<file path="config.mk">
export PLATFORM = sky130hd
export DESIGN_NAME = tone22k_ctrl
export DESIGN_NICKNAME = d
export VERILOG_FILES = /design/src/rtl/tone22k_pkg.sv /design/src/rtl/tone_div.sv /design/src/rtl/tone_gate.sv /design/src/rtl/tone_det.sv /design/src/rtl/tone22k_ctrl.sv
export SDC_FILE = /design/constraint.sdc
export NUM_CORES = 1
export LEC_CHECK = 0
export CORE_ASPECT_RATIO = 0.75
export CORE_UTILIZATION = 27
export CTS_BUF_LIST = sky130_fd_sc_hd__clkbuf_16
export DETAILED_ROUTE_END_ITERATION = 6
export PLACE_DENSITY = 0.53
export SLEW_MARGIN = 20
export SYNTH_ARGS = -nofsm -noshare
export SYNTH_HDL_FRONTEND = slang
export SYNTH_SLANG_ARGS = --single-unit
</file>
<file path="constraint.sdc">
create_clock -name clk_i -period 4.61 [get_ports clk_i]
set_input_delay 0.922 -clock clk_i [delete_from_list [all_inputs] [get_ports clk_i]]
set_output_delay 0.922 -clock clk_i [all_outputs]
set_load 0.02 [all_outputs]
</file>
<file path="src/rtl/tone22k_pkg.sv">
package tone22k_pkg;
  function automatic int unsigned half_div(input int unsigned clk_hz, input int unsigned tone_hz);
    return (clk_hz + tone_hz) / (2 * tone_hz);
  endfunction
endpackage

</file>
<file path="src/rtl/tone_div.sv">
module tone_div #(
  parameter int unsigned HALF = 45,
  localparam int unsigned CW = (HALF > 1) ? $clog2(HALF) : 1
) (
  input  logic clk_i,
  input  logic rst_ni,
  output logic car_o,
  output logic bnd_o
);
  logic [CW-1:0] cnt_q;
  logic          car_q;
  logic          wrap;

  assign wrap = (cnt_q == CW'(HALF - 1));

  always_ff @(posedge clk_i or negedge rst_ni) begin
    if (!rst_ni) begin
      cnt_q <= '0;
      car_q <= 1'b0;
    end else if (wrap) begin
      cnt_q <= '0;
      car_q <= ~car_q;
    end else begin
      cnt_q <= cnt_q + 1'b1;
    end
  end

  assign car_o = car_q;
  // carrier rises on the next edge: period start
  assign bnd_o = wrap & ~car_q;
endmodule

</file>
<file path="src/rtl/tone_gate.sv">
module tone_gate (
  input  logic clk_i,
  input  logic rst_ni,
  input  logic en_i,
  input  logic ten_i,
  input  logic dsq_i,
  input  logic ot_i,
  input  logic car_i,
  input  logic bnd_i,
  output logic tone_o
);
  logic [1:0] dsq_s;
  logic       gate_q;
  logic       run_ok;

  assign run_ok = en_i & ~ot_i;

  always_ff @(posedge clk_i or negedge rst_ni) begin
    if (!rst_ni) dsq_s <= '0;
    else         dsq_s <= {dsq_s[0], dsq_i};
  end

  always_ff @(posedge clk_i or negedge rst_ni) begin
    if (!rst_ni)      gate_q <= 1'b0;
    else if (!run_ok) gate_q <= 1'b0;
    else if (bnd_i)   gate_q <= ten_i | dsq_s[1];
  end

  assign tone_o = car_i & gate_q & run_ok;
endmodule

</file>
<file path="src/rtl/tone_det.sv">
module tone_det #(
  parameter int unsigned PERIOD = 90,
  parameter int unsigned GOOD_N = 4,
  parameter int unsigned BAD_N  = 2,
  localparam int unsigned LO    = (4 * PERIOD) / 5,
  localparam int unsigned HI    = (6 * PERIOD) / 5,
  localparam int unsigned MISS  = 2 * PERIOD,
  localparam int unsigned TW    = $clog2(MISS + 1),
  localparam int unsigned GW    = $clog2(GOOD_N + 1),
  localparam int unsigned BW    = $clog2(BAD_N + 1)
) (
  input  logic          clk_i,
  input  logic          rst_ni,
  input  logic          det_i,
  output logic          det_o,
  output logic [TW-1:0] tmr_o,
  output logic          edge_o
);
  logic [2:0]    sy_q;
  logic [TW-1:0] tmr_q;
  logic [GW-1:0] good_q;
  logic [BW-1:0] bad_q;
  logic          det_q;
  logic          rise;
  logic          in_win;

  assign rise   = sy_q[1] & ~sy_q[2];
  assign in_win = (tmr_q >= TW'(LO)) && (tmr_q <= TW'(HI));

  always_ff @(posedge clk_i or negedge rst_ni) begin
    if (!rst_ni) sy_q <= '0;
    else         sy_q <= {sy_q[1:0], det_i};
  end

  always_ff @(posedge clk_i or negedge rst_ni) begin
    if (!rst_ni) begin
      tmr_q  <= TW'(MISS);
      good_q <= '0;
      bad_q  <= '0;
      det_q  <= 1'b0;
    end else if (rise) begin
      tmr_q <= TW'(1);
      if (in_win) begin
        bad_q <= '0;
        if (good_q != GW'(GOOD_N))     good_q <= good_q + 1'b1;
        if (good_q == GW'(GOOD_N - 1)) det_q  <= 1'b1;
      end else begin
        good_q <= '0;
        if (bad_q != BW'(BAD_N))       bad_q <= bad_q + 1'b1;
        if (bad_q == BW'(BAD_N - 1))   det_q <= 1'b0;
      end
    end else if (tmr_q != TW'(MISS)) begin
      tmr_q <= tmr_q + 1'b1;
    end else begin
      // silence for two periods
      det_q  <= 1'b0;
      good_q <= '0;
      bad_q  <= '0;
    end
  end

  assign det_o  = det_q;
  assign tmr_o  = tmr_q;
  assign edge_o = rise;
endmodule

</file>
<file path="src/rtl/tone22k_ctrl.sv">
module tone22k_ctrl #(
  parameter int unsigned CLK_HZ  = 100_000_000,
  parameter int unsigned TONE_HZ = 22_000,
  localparam int unsigned HALF   = tone22k_pkg::half_div(CLK_HZ, TONE_HZ),
  localparam int unsigned PERIOD = 2 * HALF,
  localparam int unsigned MISS   = 2 * PERIOD,
  localparam int unsigned TW     = $clog2(MISS + 1)
) (
  input  logic clk_i,
  input  logic rst_ni,
  input  logic en_i,
  input  logic ten_i,
  input  logic dsq_i,
  input  logic ot_i,
  input  logic det_i,
  output logic tone_o,
  output logic tone_det_no,
  output logic lt_close_o
);
  logic          car;
  logic          bnd;
  logic          det;
  logic [TW-1:0] det_tmr;
  logic          det_edge;
  logic          lt_q;

  tone_div #(.HALF(HALF)) u_div (
    .clk_i (clk_i),
    .rst_ni(rst_ni),
    .car_o (car),
    .bnd_o (bnd)
  );

  tone_gate u_gate (
    .clk_i (clk_i),
    .rst_ni(rst_ni),
    .en_i  (en_i),
    .ten_i (ten_i),
    .dsq_i (dsq_i),
    .ot_i  (ot_i),
    .car_i (car),
    .bnd_i (bnd),
    .tone_o(tone_o)
  );

  tone_det #(.PERIOD(PERIOD)) u_det (
    .clk_i (clk_i),
    .rst_ni(rst_ni),
    .det_i (det_i),
    .det_o (det),
    .tmr_o (det_tmr),
    .edge_o(det_edge)
  );

  always_ff @(posedge clk_i or negedge rst_ni) begin
    if (!rst_ni) lt_q <= 1'b1;
    else         lt_q <= ~en_i & ~ot_i;
  end

  assign lt_close_o  = lt_q;
  assign tone_det_no = ~det;
endmodule

</file>
==> reports/qor.yml, run 1 <==
status: "completed"
track_usage_pct: 10.1
wire_per_inst_um: 11.2
yosysWarnings: 0
worst_slew_pin_slew_ns: 0.944
regToRegStartpoint: "u_div.cnt_q[8]$_DFF_PN0_"
hold_viol_final: 0
crit_type: "in2out"
synth_edf_count: 0
fin_crit_ns: 3.15
timing.final.crit_share_pct: 68.3
setup.worst_path.end_class: "output port"
syn-num-nets: 206
start_util_pct: 28.4
ys_ff_latch: 40
worstHoldEndpoint: "u_det.sy_q[1]$_DFF_PN0_"
synth_area_per_cell_um2: 10.3
cts_buffers: 5
clock-skew-final_ns: 0.00623
irDropWorstVdd_mv: 0.177
postCtsHoldBufs: 0
rsz0062_at_grt: "false"
placed_cells: 295
die_w_um: 100
hold_class: "reg2reg"
leakage_uw: 0.000981
finalCoreUtilization_pct: 33.7
setup_violations: 0
final_cell_mix: "dfrtp_1 (34), nor2_1 (26), nand2_1 (19)"
syn-cell-area_um2: 1960
firstDrtPassIters: 5
slew_headroom_pct: 37.0
fp.dieH_um: 75.7
syn_inst: 190
start_kind: "input port"
cts_sinks: 40
dp_hpwl_um: 2410
max_freq_mhz: 318
io_buffers: 9
required_ns: 3.69
async_flop_share_pct: 100
crit_fanout: 3
cts_max_level: 2
vias: 1325
r2r_slack_ns: 2.54
slew_violations: 0
coreArea_um2: 6900
synth_ff_type: "dfrtp_1"
max-clock-path-buffers: 2
post_cts_resized: 0
detail_route.iter0.violations: 32
dieArea_um2: 7600
cts-root-buf: "clkbuf_16"
mostFrequentLayoutCell: "dfrtp_1"
regArea_um2: 1010
min_path_cells: 0
arrival_ns: 2.23
p_per_area_nw_per_um2: 377
r2r_cells: 5
multi_input_area_um2: 888
antenna_found_initial: 0
n_antenna_cell: 0
place_congestion: 0.727
seq_area_frac_synth_pct: 51.5
cap_viol_max_count: 0
overflow: 0
drt_wl_total_um: 3390
drive_gt1_share_pct: 10.2
min_from: "u_det.sy_q[0]$_DFF_PN0_"
clkSlewWorstSetupHoldPaths_ns: 0.05
nFillCells: 705
num_io_pins: 10
final-instance-count-excl-fill: 303
grt_max_degree: 41
area_delta_synth_final_pct: 18.8
nets: 220
synth_cell_types: 36
cts_tree: "built"
cts_setup_buffers: 0
grt_pass1_vias: 1268
vias_per_cell: 4.37
grt_pass1_wl_um: 5930
antenna_left: 0
tns_ns: 0
std_cell_rows: 26
r2r-end: "u_gate.gate_q$_DFFE_PN0P_"
route.detailed.drc: 0
worst_skew_pair.late_latency_ns: 0.28
kinds of logic after synthesis:
kind of cell               count (synthesis)  share of synthesized area [%]
and+or+nand+nor                           81                           22.0
muxes                                      1                          0.512
AOI/OAI and AO/OA                         20                           6.84
xor gates and xnor gates                  23                           10.3
buffers and inverters                     16                           3.07
adders and majority gates                  9                           5.75
DFF                                       40                           51.5
metal layers:
layer | track usage, % | routed length [um]
met1 | 14.2 | 1860
met2 | 14.8 | 1380
met3 | 2.29 | 104
met4 | 4.35 | 50
met5 | 0 | 0
cells in the mapped netlist, drive strengths merged (3+ instances only):
library cell / n / area share [%]
nor4: 3 / 1.7
o22ai: 4 / 1.3
nand3: 7 / 1.8
xnor2: 9 / 4.0
nand2: 19 / 3.6
dfstp: 6 / 8.1
a21oi: 4 / 1.2
dfrtp: 34 / 43
nor2: 26 / 5.0
o21ai: 3 / 0.77
o211ai: 3 / 1.2
and3: 3 / 0.96
xor2: 14 / 6.3
ha: 9 / 5.8
nand4: 5 / 1.6
nor3: 3 / 0.77
inv: 14 / 2.7
worst max-delay path, stage by stage:
cell	delay [ns]
clkdlybuf4s50_1	0.45
and4b_1	0.26
clkdlybuf4s50_1	0.60
stage by stage:
| step | cell area [um2] | worst slack, ns | total power [uW] | hold slack (ns) |
|---|---|---|---|---|
| after global placement | 2160 | 1.45 | 492 | 0.332 |
| final | 2320 | 1.46 | 875 | 0.349 |
| after CTS | 2320 | 1.45 | 891 | 0.350 |
| after floorplan | 1960 | 2.42 | 462 | 0.331 |
| after detailed placement | 2160 | 1.45 | 495 | 0.337 |
| after global routing | 2320 | 1.42 | 922 | 0.363 |
state kept, by name (all words and copies together), names as in the netlist:
name           cells
u_gate.gate_q      1
u_gate.dsq_s       2
u_det.good_q       3
u_det.det_o        1
u_div.cnt_q       12
u_det.bad_q        2
lt_close_o         1
u_det.sy_q         3
u_div.car_o        1
u_det.tmr_o       14
where the power goes:
part,total [uW],switching (uW),internal [uW],leakage [uW]
logic,78.9,43.9,35.0,0.000399
registers,407,27.9,380,0.000502
clock network,389,135,254,0.0000798
total,875,207,669,0.000981
area by class of cell:
cell class,count,share of cell area (%)
Timing Repair Buffer,9,3.66
Sequential cell,40,43.4
Inverter,14,2.26
Clock inverter,3,1.83
Multi-Input combinational cell,134,38.2
Tap cell,98,5.27
Clock buffer,5,5.38
worst max path at each step:
stage	startpoint	end	slack (ns)	depth (start not counted)
after global routing	ot_i	tone_o	1.42	3
final	ot_i	tone_o	1.46	3
after floorplan	ot_i	tone_o	2.42	1
after global placement	ot_i	tone_o	1.45	3
after detailed placement	ot_i	tone_o	1.45	3
after CTS	ot_i	tone_o	1.45	3
No activity file was read; power rests on OpenSTA's default activity.
==> inputs of run 2 (changes only) <==
--- a/config.mk
+++ b/config.mk
@@ -9,7 +9,7 @@
 export CORE_UTILIZATION = 27
 export CTS_BUF_LIST = sky130_fd_sc_hd__clkbuf_16
 export DETAILED_ROUTE_END_ITERATION = 6
-export PLACE_DENSITY = 0.53
+export PLACE_DENSITY = 0.55
 export SLEW_MARGIN = 20
 export SYNTH_ARGS = -nofsm -noshare
 export SYNTH_HDL_FRONTEND = slang
==> constraint.sdc (replaced) <==
create_clock -name clk_i -period 2.58 [get_ports clk_i]
set_input_delay 0.516 -clock clk_i [delete_from_list [all_inputs] [get_ports clk_i]]
set_output_delay 0.516 -clock clk_i [all_outputs]
set_load 0.02 [all_outputs]
==> run 2 against run 1 <==
  * First-iteration DRC count increased by 41%
  * Global-route usage is 1.0 points higher
  * Routed wire length is 6.4% higher
  * Largest power group unchanged
==> reports/qor.yml, run 2 (synthesis gave the netlist of run 1 again) <==
required_ns: 2.06  # -1.63 ns
crit_type: "in2out"
n_antenna_cell: 0  # unchanged
grt_pass1_vias: 1408  # +11%
clock-skew-final_ns: 0.00707  # +0.000842 ns
drive_gt1_share_pct: 9.71  # -0.54 points
p_int_uw: 1090  # +63%
arrival_ns: 1.84  # -0.39 ns
fin_crit_ns: 2.35
overflow: 0  # unchanged
crit_fanout: 3  # unchanged
grt_max_degree: 41  # unchanged
cpMaxStageDelayCell: "clkdlybuf4s50_1"
std_cell_rows: 26  # unchanged
cp_common_cell: "clkdlybuf4s50_1"
die_w_um: 100  # unchanged
irDropWorstVdd_mv: 0.269  # +52%
detail_route.iter0.violations: 45  # +41%
num_io_pins: 10  # unchanged
setup.worst_path.end_class: "output port"
start_kind: "input port"
hold_class: "reg2reg"
cts_tree: "built"
leakage_uw: 0.000975  # -0.61%
wire_per_inst_um: 11.9  # +6.1%
slew_headroom_pct: 39.9  # +3.0 points
tns_ns: 0  # unchanged
track_usage_pct: 11.1  # +1.0 points
setup_violations: 0  # unchanged
switching_power_uw: 372  # +80%
dp_hpwl_um: 2480  # +2.9%
cts_setup_buffers: 0  # unchanged
place_congestion: 0.817  # +12%
status: "completed"
final_cell_mix: "dfrtp_1 (34), nor2_1 (26), nand2_1 (19)"
cts_max_level: 2  # unchanged
max_freq_mhz: 425
clockPowerShare_pct: 40.4  # -4.0 points
max-clock-path-buffers: 2  # unchanged
clkSlewWorstSetupHoldPaths_ns: 0.06  # about the same
crit_buf_inv: 2  # unchanged
antenna_found_initial: 0  # unchanged
start_util_pct: 28.4  # unchanged
finalCoreUtilization_pct: 33.4  # -0.29 points
largest_reg_flops: 14  # unchanged
slew_violations: 0  # unchanged
worst_slew_pin_slew_ns: 0.901  # -0.0424 ns
post_cts_resized: 0  # unchanged
cp_top_family: "buffers and inverters"
cts_sinks: 40  # unchanged
timing.final.crit_share_pct: 91.2
p_per_area_nw_per_um2: 635  # +69%
worst_skew_pair.late_latency_ns: 0.28  # about the same
cpPeakStageDelay_ns: 0.60  # about the same
vias_per_cell: 4.41  # +0.95%
grt_pass1_wl_um: 6490  # +9.4%
fp.dieH_um: 75.7  # unchanged
area_delta_synth_final_pct: 17.8
vias: 1342  # +1.3%
rsz0062_at_grt: "false"
switching_share_pct: 25.4  # +1.8 points
cts_buffers: 5  # unchanged
nets: 221  # +0.45%
postCtsHoldBufs: 0  # unchanged
antenna_left: 0  # unchanged
pwr-share-seq_pct: 49.9  # +3.4 points
route.detailed.drc: 0  # unchanged
coreArea_um2: 6900  # unchanged
firstDrtPassIters: 4  # -1
cap_viol_max_count: 0  # unchanged
drt_wl_total_um: 3610  # +6.4%
io_buffers: 9  # unchanged
path_cells: "clkdlybuf4s50_1, and4b_1, clkdlybuf4s50_1"
mostFrequentLayoutCell: "dfrtp_1"
hold_viol_final: 0  # unchanged
dieArea_um2: 7600  # unchanged
cts-root-buf: "clkbuf_16"
pwr-share-comb_pct: 9.6  # +0.6 points
==> run 2: cell types whose count changed in the layout (fill, tap and decap cells not counted), sizes merged <==
cell	before	now
buf	1	2
bufinv	1	0
inv	14	15
==> run 2: final timing paths <==
| check | from | to | slack, ns | depth (start not counted) |
|---|---|---|---|---|
| min reg2reg | u_gate.dsq_s[0]$_DFF_PN0_ | u_gate.dsq_s[1]$_DFF_PN0_ | 0.35 | 0 |
| max reg2reg | u_div.cnt_q[8]$_DFF_PN0_ | u_gate.gate_q$_DFFE_PN0P_ | 0.52 | 4 |
| min in group asynchronous | rst_ni | u_det.good_q[0]$_DFFE_PN0P_ | 0.36 | 1 |
| max in group asynchronous | rst_ni | u_div.car_o$_DFFE_PN0N_ | 1.65 | 1 |
| max | ot_i | tone_o | 0.23 | 3 |
| min | u_gate.dsq_s[0]$_DFF_PN0_ | u_gate.dsq_s[1]$_DFF_PN0_ | 0.35 | 0 |
==> run 2: power groups by stage <==
stage	registers, uW	logic, uW	clock network, uW
floorplan	728	96.8	0
global placement	740	141	0
detailed placement	742	144	0
CTS	731	144	609
global route	742	171	642
finish	731	141	592
==> run 2: metrics by stage <==
step	cells	power (uW)	setup slack, ns	hold WS (ns)	instance area [um2]
floorplan	190	825	0.720	0.220	1960
global placement	296	881	0.251	0.336	2160
detailed placement	296	886	0.232	0.335	2160
CTS	304	1480	0.218	0.349	2300
global route	304	1560	0.177	0.362	2300
finish	304	1460	0.227	0.348	2300
==> run 2: layout make-up <==
type,count,area (um2)
clock buffers,5,125
clock inverters,3,15.0
fillers,710,4590
inverters,14,52.6
multi-input cells,134,888
flip-flops and latches,40,1010
well taps,98,123
repair buffers,10,92.6
==> run 2: routing by layer <==
metal,track usage (%),wire [um],up-vias
met5,0,0,-
li1,-,-,675
met1,14.4,1940,649
met3,4.13,102,2
met4,2.90,16,0
met2,17.7,1550,16
